**src/rtl/secprog_pkg.sv**
```systemverilog
package secprog_pkg;

  typedef enum logic [3:0] {
    PH_IDLE,
    PH_FETCH,
    PH_LATCH,
    PH_SETUP,
    PH_PULSE,
    PH_RECOV,
    PH_POLL_RD,
    PH_POLL_GAP,
    PH_DONE,
    PH_ERR
  } phase_e;

  localparam int UNLOCK_LEN = 3;

  // address of unlock write number step (15 significant bits)
  function automatic logic [14:0] unlock_addr(input logic [1:0] step);
    return (step == 2'd1) ? 15'h2AAA : 15'h5555;
  endfunction

  // data of unlock write number step
  function automatic logic [7:0] unlock_data(input logic [1:0] step);
    case (step)
      2'd0:    return 8'hAA;
      2'd1:    return 8'h55;
      default: return 8'hA0;
    endcase
  endfunction

endpackage

```
**src/rtl/sp_cycle_timer.sv**
```systemverilog
module sp_cycle_timer #(
  parameter int W = 4
) (
  input  logic         clk,
  input  logic         rst_n,
  input  logic         load_i,
  input  logic [W-1:0] val_i,
  output logic         zero_o
);

  logic [W-1:0] cnt_q;
  logic [W-1:0] cnt_d;

  always_comb begin
    cnt_d = cnt_q;
    if (load_i) begin
      cnt_d = val_i;
    end else if (cnt_q != '0) begin
      cnt_d = cnt_q - 1'b1;
    end
  end

  always_ff @(posedge clk or negedge rst_n) begin
    if (!rst_n) begin
      cnt_q <= '0;
    end else begin
      cnt_q <= cnt_d;
    end
  end

  assign zero_o = (cnt_q == '0);

endmodule

```
**src/rtl/sp_poll_watch.sv**
```systemverilog
module sp_poll_watch #(
  parameter int LIMIT = 1000
) (
  input  logic clk,
  input  logic rst_n,
  input  logic active_i,
  output logic expired_o
);

  localparam int W = $clog2(LIMIT + 1);
  localparam logic [W-1:0] LAST = W'(LIMIT - 1);

  logic [W-1:0] cnt_q;
  logic [W-1:0] cnt_d;
  logic         cnt_en;

  assign expired_o = (cnt_q >= LAST);
  assign cnt_en    = active_i && !expired_o;

  always_comb begin
    cnt_d = cnt_q;
    if (!active_i) begin
      cnt_d = '0;
    end else if (cnt_en) begin
      cnt_d = cnt_q + 1'b1;
    end
  end

  always_ff @(posedge clk or negedge rst_n) begin
    if (!rst_n) begin
      cnt_q <= '0;
    end else begin
      cnt_q <= cnt_d;
    end
  end

endmodule

```
**src/rtl/sp_bus_drive.sv**
```systemverilog
module sp_bus_drive
  import secprog_pkg::*;
#(
  parameter int ADDR_W = 18,
  parameter int DATA_W = 8
) (
  input  logic              clk,
  input  logic              rst_n,
  input  phase_e            phase_i,
  input  logic [ADDR_W-1:0] addr_i,
  input  logic [DATA_W-1:0] data_i,
  output logic [ADDR_W-1:0] addr_o,
  output logic [DATA_W-1:0] dq_o,
  output logic              dq_oe_o,
  output logic              ce_n_o,
  output logic              oe_n_o,
  output logic              we_n_o
);

  logic ce_n_d, oe_n_d, we_n_d, dq_oe_d;

  // strobes decoded from the next phase, then registered: glitch free
  always_comb begin
    ce_n_d  = !(phase_i inside {PH_SETUP, PH_PULSE, PH_RECOV, PH_POLL_RD});
    we_n_d  = (phase_i != PH_PULSE);
    oe_n_d  = (phase_i != PH_POLL_RD);
    dq_oe_d = (phase_i == PH_PULSE);
  end

  always_ff @(posedge clk or negedge rst_n) begin
    if (!rst_n) begin
      addr_o  <= '0;
      dq_o    <= '0;
      dq_oe_o <= 1'b0;
      ce_n_o  <= 1'b1;
      oe_n_o  <= 1'b1;
      we_n_o  <= 1'b1;
    end else begin
      addr_o  <= addr_i;
      dq_o    <= data_i;
      dq_oe_o <= dq_oe_d;
      ce_n_o  <= ce_n_d;
      oe_n_o  <= oe_n_d;
      we_n_o  <= we_n_d;
    end
  end

endmodule

```
**src/rtl/sector_prog_seq.sv**
```systemverilog
module sector_prog_seq
  import secprog_pkg::*;
#(
  parameter int SECT_W        = 10,
  parameter int IDX_W         = 8,
  parameter int DATA_W        = 8,
  parameter int SETUP_CYC     = 3,
  parameter int WE_LOW_CYC    = 5,
  parameter int WE_HIGH_CYC   = 6,
  parameter int POLL_ACC_CYC  = 4,
  parameter int POLL_GAP_CYC  = 3,
  parameter int TIMEOUT_CYC   = 600000,
  parameter int GAP_LIMIT_CYC = 7500
) (
  input  logic                     clk,
  input  logic                     rst_n,
  input  logic                     start_i,
  input  logic [SECT_W-1:0]        sector_i,
  input  logic                     unlock_i,
  output logic                     busy_o,
  output logic                     done_o,
  output logic                     err_o,
  output logic                     buf_req_o,
  output logic [IDX_W-1:0]         buf_idx_o,
  input  logic [DATA_W-1:0]        buf_rdata_i,
  output logic [SECT_W+IDX_W-1:0]  mem_addr_o,
  output logic [DATA_W-1:0]        mem_dq_o,
  output logic                     mem_dq_oe_o,
  output logic                     mem_ce_n_o,
  output logic                     mem_oe_n_o,
  output logic                     mem_we_n_o,
  input  logic                     mem_dq_msb_i
);

  localparam int ADDR_W   = SECT_W + IDX_W;
  localparam int POLL_BIT = DATA_W - 1;
  localparam int TMR_W    = $clog2(SETUP_CYC + WE_LOW_CYC + WE_HIGH_CYC +
                                   POLL_ACC_CYC + POLL_GAP_CYC + 1);
  localparam logic [IDX_W-1:0] LAST_IDX  = '1;
  localparam logic [1:0]       LAST_STEP = 2'(UNLOCK_LEN - 1);
  localparam int LOAD_GAP = WE_HIGH_CYC + SETUP_CYC + 2;

  // a data-load gap that reaches the limit is a parameter error
  if (LOAD_GAP >= GAP_LIMIT_CYC) begin : g_gap_guard
    $error("load gap of %0d cycles reaches limit %0d", LOAD_GAP, GAP_LIMIT_CYC);
  end

  // reset: asserted asynchronously, released on the clock
  logic rst_meta_q, rst_sync_n;
  always_ff @(posedge clk or negedge rst_n) begin
    if (!rst_n) begin
      rst_meta_q <= 1'b0;
      rst_sync_n <= 1'b0;
    end else begin
      rst_meta_q <= 1'b1;
      rst_sync_n <= rst_meta_q;
    end
  end

  phase_e              phase_q, phase_d;
  logic [IDX_W-1:0]    idx_q, idx_d;
  logic [1:0]          pstep_q, pstep_d;
  logic                prefix_q, prefix_d;
  logic [SECT_W-1:0]   sector_q, sector_d;
  logic [ADDR_W-1:0]   waddr_q, waddr_d;
  logic [DATA_W-1:0]   wdata_q, wdata_d;
  logic                tmr_load, tmr_zero;
  logic [TMR_W-1:0]    tmr_val;
  logic                poll_active, poll_expired;
  logic                accept;

  assign accept = start_i && (phase_q inside {PH_IDLE, PH_DONE, PH_ERR});

  always_comb begin
    phase_d   = phase_q;
    idx_d     = idx_q;
    pstep_d   = pstep_q;
    prefix_d  = prefix_q;
    sector_d  = sector_q;
    waddr_d   = waddr_q;
    wdata_d   = wdata_q;
    buf_req_o = 1'b0;
    case (phase_q)
      PH_IDLE, PH_DONE, PH_ERR: begin
        if (accept) begin
          sector_d = sector_i;
          idx_d    = '0;
          pstep_d  = '0;
          prefix_d = unlock_i;
          if (unlock_i) begin
            waddr_d = ADDR_W'(unlock_addr(2'd0));
            wdata_d = DATA_W'(unlock_data(2'd0));
            phase_d = PH_SETUP;
          end else begin
            phase_d = PH_FETCH;
          end
        end
      end
      PH_FETCH: begin
        buf_req_o = 1'b1;
        phase_d   = PH_LATCH;
      end
      PH_LATCH: begin
        wdata_d = buf_rdata_i;
        waddr_d = {sector_q, idx_q};
        phase_d = PH_SETUP;
      end
      PH_SETUP: if (tmr_zero) phase_d = PH_PULSE;
      PH_PULSE: if (tmr_zero) phase_d = PH_RECOV;
      PH_RECOV: begin
        if (tmr_zero) begin
          if (prefix_q) begin
            if (pstep_q == LAST_STEP) begin
              prefix_d = 1'b0;
              phase_d  = PH_FETCH;
            end else begin
              pstep_d = pstep_q + 2'd1;
              waddr_d = ADDR_W'(unlock_addr(pstep_q + 2'd1));
              wdata_d = DATA_W'(unlock_data(pstep_q + 2'd1));
              phase_d = PH_SETUP;
            end
          end else if (idx_q == LAST_IDX) begin
            phase_d = PH_POLL_RD;
          end else begin
            idx_d   = idx_q + 1'b1;
            phase_d = PH_FETCH;
          end
        end
      end
      PH_POLL_RD: begin
        if (tmr_zero) begin
          if (mem_dq_msb_i == wdata_q[POLL_BIT]) begin
            phase_d = PH_DONE;
          end else if (poll_expired) begin
            phase_d = PH_ERR;
          end else begin
            phase_d = PH_POLL_GAP;
          end
        end
      end
      PH_POLL_GAP: if (tmr_zero) phase_d = PH_POLL_RD;
      default: phase_d = PH_IDLE;
    endcase
  end

  // phase durations, loaded on every phase change
  assign tmr_load = (phase_d != phase_q);
  always_comb begin
    case (phase_d)
      PH_SETUP:    tmr_val = TMR_W'(SETUP_CYC - 1);
      PH_PULSE:    tmr_val = TMR_W'(WE_LOW_CYC - 1);
      PH_RECOV:    tmr_val = TMR_W'(WE_HIGH_CYC - 1);
      PH_POLL_RD:  tmr_val = TMR_W'(POLL_ACC_CYC - 1);
      PH_POLL_GAP: tmr_val = TMR_W'(POLL_GAP_CYC - 1);
      default:     tmr_val = '0;
    endcase
  end

  sp_cycle_timer #(.W(TMR_W)) u_timer (
    .clk    (clk),
    .rst_n  (rst_sync_n),
    .load_i (tmr_load),
    .val_i  (tmr_val),
    .zero_o (tmr_zero)
  );

  assign poll_active = (phase_q inside {PH_POLL_RD, PH_POLL_GAP});

  sp_poll_watch #(.LIMIT(TIMEOUT_CYC)) u_watch (
    .clk       (clk),
    .rst_n     (rst_sync_n),
    .active_i  (poll_active),
    .expired_o (poll_expired)
  );

  always_ff @(posedge clk or negedge rst_sync_n) begin
    if (!rst_sync_n) begin
      phase_q  <= PH_IDLE;
      idx_q    <= '0;
      pstep_q  <= '0;
      prefix_q <= 1'b0;
      sector_q <= '0;
      waddr_q  <= '0;
      wdata_q  <= '0;
    end else begin
      phase_q  <= phase_d;
      idx_q    <= idx_d;
      pstep_q  <= pstep_d;
      prefix_q <= prefix_d;
      sector_q <= sector_d;
      waddr_q  <= waddr_d;
      wdata_q  <= wdata_d;
    end
  end

  sp_bus_drive #(.ADDR_W(ADDR_W), .DATA_W(DATA_W)) u_bus (
    .clk     (clk),
    .rst_n   (rst_sync_n),
    .phase_i (phase_d),
    .addr_i  (waddr_d),
    .data_i  (wdata_d),
    .addr_o  (mem_addr_o),
    .dq_o    (mem_dq_o),
    .dq_oe_o (mem_dq_oe_o),
    .ce_n_o  (mem_ce_n_o),
    .oe_n_o  (mem_oe_n_o),
    .we_n_o  (mem_we_n_o)
  );

  assign buf_idx_o = idx_q;
  assign busy_o    = !(phase_q inside {PH_IDLE, PH_DONE, PH_ERR});
  assign done_o    = (phase_q == PH_DONE);
  assign err_o     = (phase_q == PH_ERR);

endmodule

```
**config.mk**
```make
export PLATFORM = sky130hd
export DESIGN_NAME = sector_prog_seq
export DESIGN_NICKNAME = d
export VERILOG_FILES = /design/src/rtl/secprog_pkg.sv /design/src/rtl/sp_cycle_timer.sv /design/src/rtl/sp_poll_watch.sv /design/src/rtl/sp_bus_drive.sv /design/src/rtl/sector_prog_seq.sv
export SDC_FILE = /design/constraint.sdc
export NUM_CORES = 1
export LEC_CHECK = 0
export BUFFER_PORTS_ARGS = -buffer_cell sky130_fd_sc_hd__buf_4
export CORE_MARGIN = 3
export CORE_UTILIZATION = 57
export DETAILED_ROUTE_END_ITERATION = 16
export GPL_ROUTABILITY_DRIVEN = 0
export PLACE_DENSITY_LB_ADDON = 0.05
export SLEW_MARGIN = 10
export SYNTH_ARGS = -nofsm -noshare
export SYNTH_HDL_FRONTEND = slang
export SYNTH_SLANG_ARGS = --single-unit
```
**constraint.sdc**
```tcl
create_clock -name clk -period 3.54 [get_ports clk]
set_input_delay 0.354 -clock clk [delete_from_list [all_inputs] [get_ports clk]]
set_output_delay 0.354 -clock clk [all_outputs]
set_load 0.05 [all_outputs]
```
==> qor.csv, run 1 <==
metric,value,unit
muxShareOfSynthArea,1.13,%
diodes,0,
rrSetupSlack,0.56,ns
drtPass1Iterations,5,
placed_area,4640,um^2
avgSynthCellArea,9.22,um^2
cts_max_path_buffers,2,
first_global_vias,3176,
drc,0,
insertion_delay,0.35,ns
seqPwrFrac,33.7,%
max-vdd-ir-drop,587,uV
pwr-share-comb,49.7,%
synth_edf_count,0,
cp.required,3.78,ns
cts_tree,yes,
via_count,3432,
min_to,sector_q[9]$_DFFE_PN0P_,
clock.fmax,336,MHz
swShare,46.4,%
power,4.26,mW
synth_cell_types,60,
min_period_over_period,84.1,%
yosysSeqAreaShare,50.0,%
wl_met3,435,um
fin_area,4860,um^2
internal_power,2.28,mW
cts_buffers,9,
syn_nets,475,
pwr-share-clk,16.6,%
final_cells,605,
die_w,90.9,um
grt_first_pass_wirelength,15100,um
drt-met1-wl,4050,um
synth_top_family_by_area,simple AND/OR/NAND/NOR gates,
cp_max_fo,7,
grt.overflow.total,0,
antenna_found_initial,0,
path_depth,9,
worst_ep_arrival_time,3.22,ns
synth_ff_type,dfrtp_1,
async_reset_ff_share,100,%
worst_pin_slew,1.00,ns
start_util,59.5,%
port_buffers,64,
worst-path-buf-inv,1,
tns,0,ns
dp_hpwl,6000,um
p_sw,1.98,mW
relSlewSlack,33.0,%
clock_sinks,82,
synth_top_cell_by_area,dfrtp_1,
grt_max_degree,81,
path_clk_slew,0.09,ns
routed.top_layer,met4,
drt-total-wl,8790,um
drive_gt1_share,20.0,%
dieHeight,90.9,um
finClkSkew,0.00857,ns
r2r_cells,9,
holdPathStages,3,
critical-path-max-stage-delay,0.62,ns
core,6910,um^2
dieArea,8270,um^2
ys_top_cells_by_area,"dfrtp_1 48%, nand2_1 7.7%, o21ai_0 6.2%",
pwr_density_cell,877,nW/um^2
cts_root_buf,clkbuf_8,
nets,533,
io_pins,65,
crit_path_top_delay_cell,or4b_1,
hold_start,sector_i[9],
leakagePower,2.21,nW
cap_violations,0,
htree_levels,3,
synth_area,4110,um^2
post_drt_via_cell_ratio,5.67,
postCtsSetupBuffers,0,
critical_path_class,reg2reg,
dp.cells,588,
start_kind,flip-flop,
drt_iter0_drc,175,
synth-simple-area-share,23.1,%
netlist_instances,446,
yosys.area.top_type_share,48.1,%
synth_fa_ha_area_share,1.83,%
synth-compound-area-share,15.9,%
mostFrequentLayoutCells,"84 x nand2_1, 78 x dfrtp_1, 69 x buf_4, 51 x o21ai_0, 33 x nor2_1",
utilization,70.3,%
critPathTopFamily,simple AND/OR/NAND/NOR gates,
slew_viol_final,0,
setup_viol,0,
hold_class,in2reg,
detail-route-antenna-nets,0,
hold_viol,0,
synth_xor_area_share,4.26,%
period_minus_slack,2.98,ns
r2r-start,u_timer.cnt_q[0]$_DFFE_PN0P_,
wl_met2,4190,um
outcome,finished clean,
synth-seq-cells,82,
final_common_cell,nand2_1,
end_kind,flip-flop,
rsz0062_at_grt,no,
num_rows,30,
reg2reg_to,u_timer.cnt_q[2]$_DFFE_PN0P_,
wl_per_cell,14.5,um
grt_util_all_layers,22.3,%
syn2layout_area_growth,18.1,%
yosysWarnings,0,
worstPathCellList,inv_1 > ha_1 > or4b_1 > nor4_2 > a21oi_1 > and3_1 > or3_1 > a221o_2 > mux2_4,
-- per-stage QoR --
step                      setup WS (ns)  hold WS, ns
after CTS                         0.576        0.176
after global placement            0.707        0.136
after global routing              0.415        0.188
after detailed placement          0.630        0.137
after floorplan                   0.813       0.0584
final                             0.562        0.188
-- what timing repair did --
item	4_1_cts	5_1_grt
endpoints found under the hold margin	2	0
resized for setup	0	0
hold buffers	1	0
-- synth_stat cells (4+ instances only) --
cell,n
ha_1,6
nand3_1,10
or3_1,10
or2b_1,4
buf_4,5
nor3_1,8
and3_1,5
nand2_1,84
dfrtp_1,79
o22ai_1,4
a21oi_1,31
xor2_1,10
nor2_1,33
a22o_1,4
xnor2_1,10
inv_1,8
o21ai_0,51
clkbuf_1,15
nand2b_1,6
-- routing by layer --
metal  vias to the layer above  track usage [%]
met1                      1660             30.6
met5                         -                0
met3                        11             4.39
met2                        83             35.9
met4                         0             6.78
li1                       1678                -
-- worst max-delay path by stage --
| stage | start | endpoint | slack (ns) |
|---|---|---|---|
| 2_1_floorplan | phase_q[2]$_DFF_PN0_ | buf_req_o | 0.81 |
| 4_1_cts | u_timer.cnt_q[0]$_DFFE_PN0P_ | u_timer.cnt_q[2]$_DFFE_PN0P_ | 0.58 |
| 3_3_place_gp | u_watch.cnt_q[0]$_DFFE_PN0P_ | u_timer.cnt_q[2]$_DFFE_PN0P_ | 0.71 |
| 3_5_place_dp | u_timer.cnt_q[0]$_DFFE_PN0P_ | u_timer.cnt_q[2]$_DFFE_PN0P_ | 0.63 |
| 6_report | u_timer.cnt_q[0]$_DFFE_PN0P_ | u_timer.cnt_q[2]$_DFFE_PN0P_ | 0.56 |
| 5_1_grt | u_watch.cnt_q[0]$_DFFE_PN0P_ | u_timer.cnt_q[3]$_DFFE_PN0P_ | 0.42 |
-- logic make-up (layout without fill, tap and decap cells) --
group	Yosys count	count (layout)
and+or+nand+nor	191	191
AOI/OAI and AO/OA	111	111
DFF	82	82
buffers and inverters	31	94
xor gates and xnor gates	20	20
adders and majority gates	6	6
muxes	4	4
other	1	1
-- worst register-to-register path, stage by stage, from the launching register on --
cell and delay (ns):
dfrtp_1 0.38, inv_1 0.09, ha_1 0.20, or4b_1 0.62, nor4_2 0.20, a21oi_1 0.14, and3_1 0.18, or3_1 0.37
a221o_2 0.38, mux2_4 0.31
-- power by group through the flow --
stage          combinational, mW  clock (mW)  sequential (mW)
2_1_floorplan               1.18           0             1.86
3_5_place_dp                2.12           0             1.46
6_report                    2.12       0.709             1.44
5_1_grt                     2.33       0.766             1.48
4_1_cts                     2.13       0.726             1.44
3_3_place_gp                2.07           0             1.44
-- flip-flops by register name, indices dropped and copies added (netlist names), 2 cells and up --
| signal | flops |
|---|---|
| phase_q | 4 |
| sector_q | 10 |
| u_timer.cnt_q | 5 |
| u_bus.dq_o | 8 |
| buf_idx_o | 8 |
| u_bus.addr_o | 18 |
| pstep_q | 2 |
| u_watch.cnt_q | 20 |
-- layout make-up --
cell class	instances	area, um^2
clock buffers	10	138
clock inverters	6	72.6
fillers	579	2050
inverters	8	30.0
multi-input cells	333	1910
flip-flops and latches	82	2060
well taps	96	120
repair buffers	70	528
(Power assumes the default switching activity.)
==> run 2, diff against run 1 <==
--- a/config.mk
+++ b/config.mk
@@ -5,9 +5,10 @@
 export SDC_FILE = /design/constraint.sdc
 export NUM_CORES = 1
 export LEC_CHECK = 0
+export ABC_AREA = 1
 export BUFFER_PORTS_ARGS = -buffer_cell sky130_fd_sc_hd__buf_4
 export CORE_MARGIN = 3
-export CORE_UTILIZATION = 57
+export CORE_UTILIZATION = 51
 export DETAILED_ROUTE_END_ITERATION = 16
 export GPL_ROUTABILITY_DRIVEN = 0
 export PLACE_DENSITY_LB_ADDON = 0.05
==> constraint.sdc (replaced) <==
create_clock -name clk -period 2.6 [get_ports clk]
set_input_delay 0.26 -clock clk [delete_from_list [all_inputs] [get_ports clk]]
set_output_delay 0.26 -clock clk [all_outputs]
set_load 0.05 [all_outputs]
==> run 2 against run 1 <==
Register-to-register slack worse by 0.28 ns. Via count up 9.9%. Routed wire length up 13%. Utilization down 6.2 points. Sequential power up 34%. Flip-flop and latch count unchanged. Total power up 50%. Final cell count up 17%. Non-clock buffer count up 5. First-iteration DRC count up 6.3%. Critical endpoint is now u_timer.cnt_q[0]$_DFFE_PN0P_. Largest power group unchanged. Highest routed layer unchanged.
==> qor.csv, run 2 <==
metric,value,unit,change
outcome,finished clean,,
drt_iter0_drc,186,,+6.3%
synth_edf_count,0,,unchanged
cp_max_fo,10,,+3
dieHeight,97.7,um,+7.4%
cp.required,2.85,ns,-0.93 ns
end_kind,flip-flop,,
clock.fmax,432,MHz,+29%
start_kind,flip-flop,,
nets,632,,+19%
hold_class,in2reg,,
setup_viol,0,,unchanged
min_to,sector_q[9]$_DFFE_PN0P_,,
io_pins,65,,unchanged
cts_root_buf,clkbuf_8,,
reg2reg_to,u_timer.cnt_q[0]$_DFFE_PN0P_,,
synth_top_cell_by_area,dfrtp_1,,
avgSynthCellArea,8.06,um^2,-13%
placed_area,4900,um^2,+5.7%
r2r-start,u_timer.cnt_q[0]$_DFFE_PN0P_,,
r2r_cells,11,,+2
start_util,54.1,%,-5.4 points
tns,0,ns,unchanged
detail-route-antenna-nets,0,,unchanged
drive_gt1_share,21.4,%,+1.3 points
port_buffers,64,,unchanged
path_clk_slew,0.09,ns,about the same
syn_nets,561,,+18%
insertion_delay,0.36,ns,about the same
grt.overflow.total,0,,unchanged
synth_most_common_cell,nand2_1,,
num_rows,32,,+6.7%
drtPass1Iterations,4,,-1
critical_path_class,reg2reg,,
top_regs,"u_watch.cnt_q (20), u_bus.addr_o (18), sector_q (10)",,
grt_use_met2,34.1,%,-1.8 points
netlist_instances,532,,+19%
yosys.area.top_type_share,46.1,%,-2.0 points
largest_register,u_watch.cnt_q,,
rrSetupSlack,0.29,ns,-0.28 ns
largest_reg_flops,20,,unchanged
synth_ff_type,dfrtp_1,,
htree_levels,3,,unchanged
ys_top_cells_by_area,"dfrtp_1 46%, nand2_1 11%, o21ai_0 6.2%",,
min_period_over_period,89.0,%,+4.9 points
drt-total-wl,9970,um,+13%
synth-seq-cells,82,,unchanged
via_count,3772,,+9.9%
hold_start,sector_i[9],,
holdPathStages,3,,unchanged
hold_viol,0,,unchanged
max-vdd-ir-drop,709,uV,+21%
postCtsSetupBuffers,0,,unchanged
mostFrequentLayoutCells,"129 x nand2_1, 78 x dfrtp_1, 74 x buf_4, 55 x inv_1, 53 x o21ai_0",,
rsz0062_at_grt,no,,
diodes,0,,unchanged
core,7930,um^2,+15%
final_common_cell,nand2_1,,
dieArea,9550,um^2,+15%
worst_ep_arrival_time,2.56,ns,-0.66 ns
grt_first_pass_wirelength,17000,um,+12%
grt_util_met3,6.17,%,+1.8 points
finClkSkew,0.0114,ns,+0.00286 ns
yosysWarnings,0,,unchanged
grt_util_all_layers,22.0,%,-0.32 points
synth_common_cells,"129 x nand2_1, 79 x dfrtp_1, 55 x inv_1",,
grt_max_degree,47,,-42%
gr-usage-met1,28.8,%,-1.8 points
syn2layout_area_growth,18.6,%,
dp_hpwl,7280,um,+21%
yosysSeqAreaShare,47.9,%,-2.1 points
first_global_vias,3592,,+13%
cap_violations,0,,unchanged
worst_pin_slew,0.593,ns,-0.412 ns
cts_max_path_buffers,2,,unchanged
cts_resized,0,,unchanged
leakagePower,2.43,nW,+10%
fin_area,5090,um^2,+4.7%
period_minus_slack,2.31,ns,-0.664 ns
antenna_found_initial,0,,unchanged
clock_sinks,82,,unchanged
pwr_density_cell,1260,nW/um^2,+43%
busiest_layer,met2,,
die_w,97.7,um,+7.4%
synth_cell_types,43,,-28%
cts_buffers,9,,unchanged
relSlewSlack,60.1,%,+27 points
synth_area,4290,um^2,+4.3%
holdBufCountCts,1,,unchanged
drc,0,,unchanged
wl_per_cell,14.0,um,-3.3%
slew_viol_final,0,,unchanged
cts_tree,yes,,
post_drt_via_cell_ratio,5.31,,-6.3%
async_reset_ff_share,100,%,unchanged
## run 2: power breakdown
part | total [mW] | internal (mW) | switching [mW] | leakage [nW]
clock network | 0.856 | 0.353 | 0.502 | 0.0864
logic | 3.61 | 1.08 | 2.53 | 1.30
registers | 1.93 | 1.68 | 0.254 | 1.05
total | 6.40 | 3.12 | 3.28 | 2.43
## run 2: area by class of cell
type / instances / area (um^2)
well taps: 102 / 128
clock inverters: 7 / 51.3
fillers: 690 / 2840
clock buffers: 9 / 124
repair buffers: 75 / 566
inverters: 63 / 236
multi-input cells: 372 / 1920
flip-flops and latches: 82 / 2060
## run 2: layer usage
metal  share of wire (%)  up-vias
li1                    -     1905
met1                  46     1756
met2                  46       89
met5                   0        -
met4                 2.4        0
met3                 5.9       22
## run 2: worst max path at each step
stage	startpoint	to	slack, ns	cells after the start
detailed placement	u_timer.cnt_q[0]$_DFFE_PN0P_	u_timer.cnt_q[2]$_DFFE_PN0P_	0.29	13
finish	u_timer.cnt_q[0]$_DFFE_PN0P_	u_timer.cnt_q[0]$_DFFE_PN0P_	0.29	11
global route	u_watch.cnt_q[0]$_DFFE_PN0P_	u_timer.cnt_q[0]$_DFFE_PN0P_	0.07	12
CTS	u_timer.cnt_q[0]$_DFFE_PN0P_	u_timer.cnt_q[0]$_DFFE_PN0P_	0.28	11
floorplan	phase_q[0]$_DFF_PN0_	u_timer.cnt_q[0]$_DFFE_PN0P_	0.04	8
global placement	phase_q[0]$_DFF_PN0_	u_timer.cnt_q[2]$_DFFE_PN0P_	0.37	16
## run 2: logic make-up (layout without fill, tap and decap cells)
| family | count (synthesis) | count (layout) | synth area share (%) |
|---|---|---|---|
| AOI/OAI and AO/OA | 97 | 97 | 13.4 |
| adders and majority gates | 6 | 6 | 1.75 |
| other | 1 | 1 | 0.0874 |
| and+or+nand+nor | 262 | 262 | 28.3 |
| buffers and inverters | 78 | 154 | 7.35 |
| xor gates and xnor gates | 6 | 6 | 1.23 |
| DFF | 82 | 82 | 47.9 |
## run 2: worst max-delay path, cell delays in order, from the launching register on
cell and delay (ns):
dfrtp_1 0.40, inv_1 0.10, ha_1 0.22, nand3b_2 0.21, inv_2 0.22, o21ai_0 0.16, nor3_1 0.26, nand4_1 0.22
nand3_1 0.18, nand2_1 0.10, nand2_1 0.09, a21oi_2 0.05
## run 2: through the flow
step	std cells	utilization (%)	setup slack, ns	power [mW]	hold WS (ns)
2_1_floorplan	532	-	0.0421	4.67	-0.0356
3_3_place_gp	693	61.8	0.369	5.51	0.0429
3_5_place_dp	693	61.8	0.294	5.58	0.0451
4_1_cts	710	64.2	0.282	6.44	0.0838
5_1_grt	710	64.2	0.0687	6.90	0.0843
6_report	710	64.2	0.285	6.40	0.0994
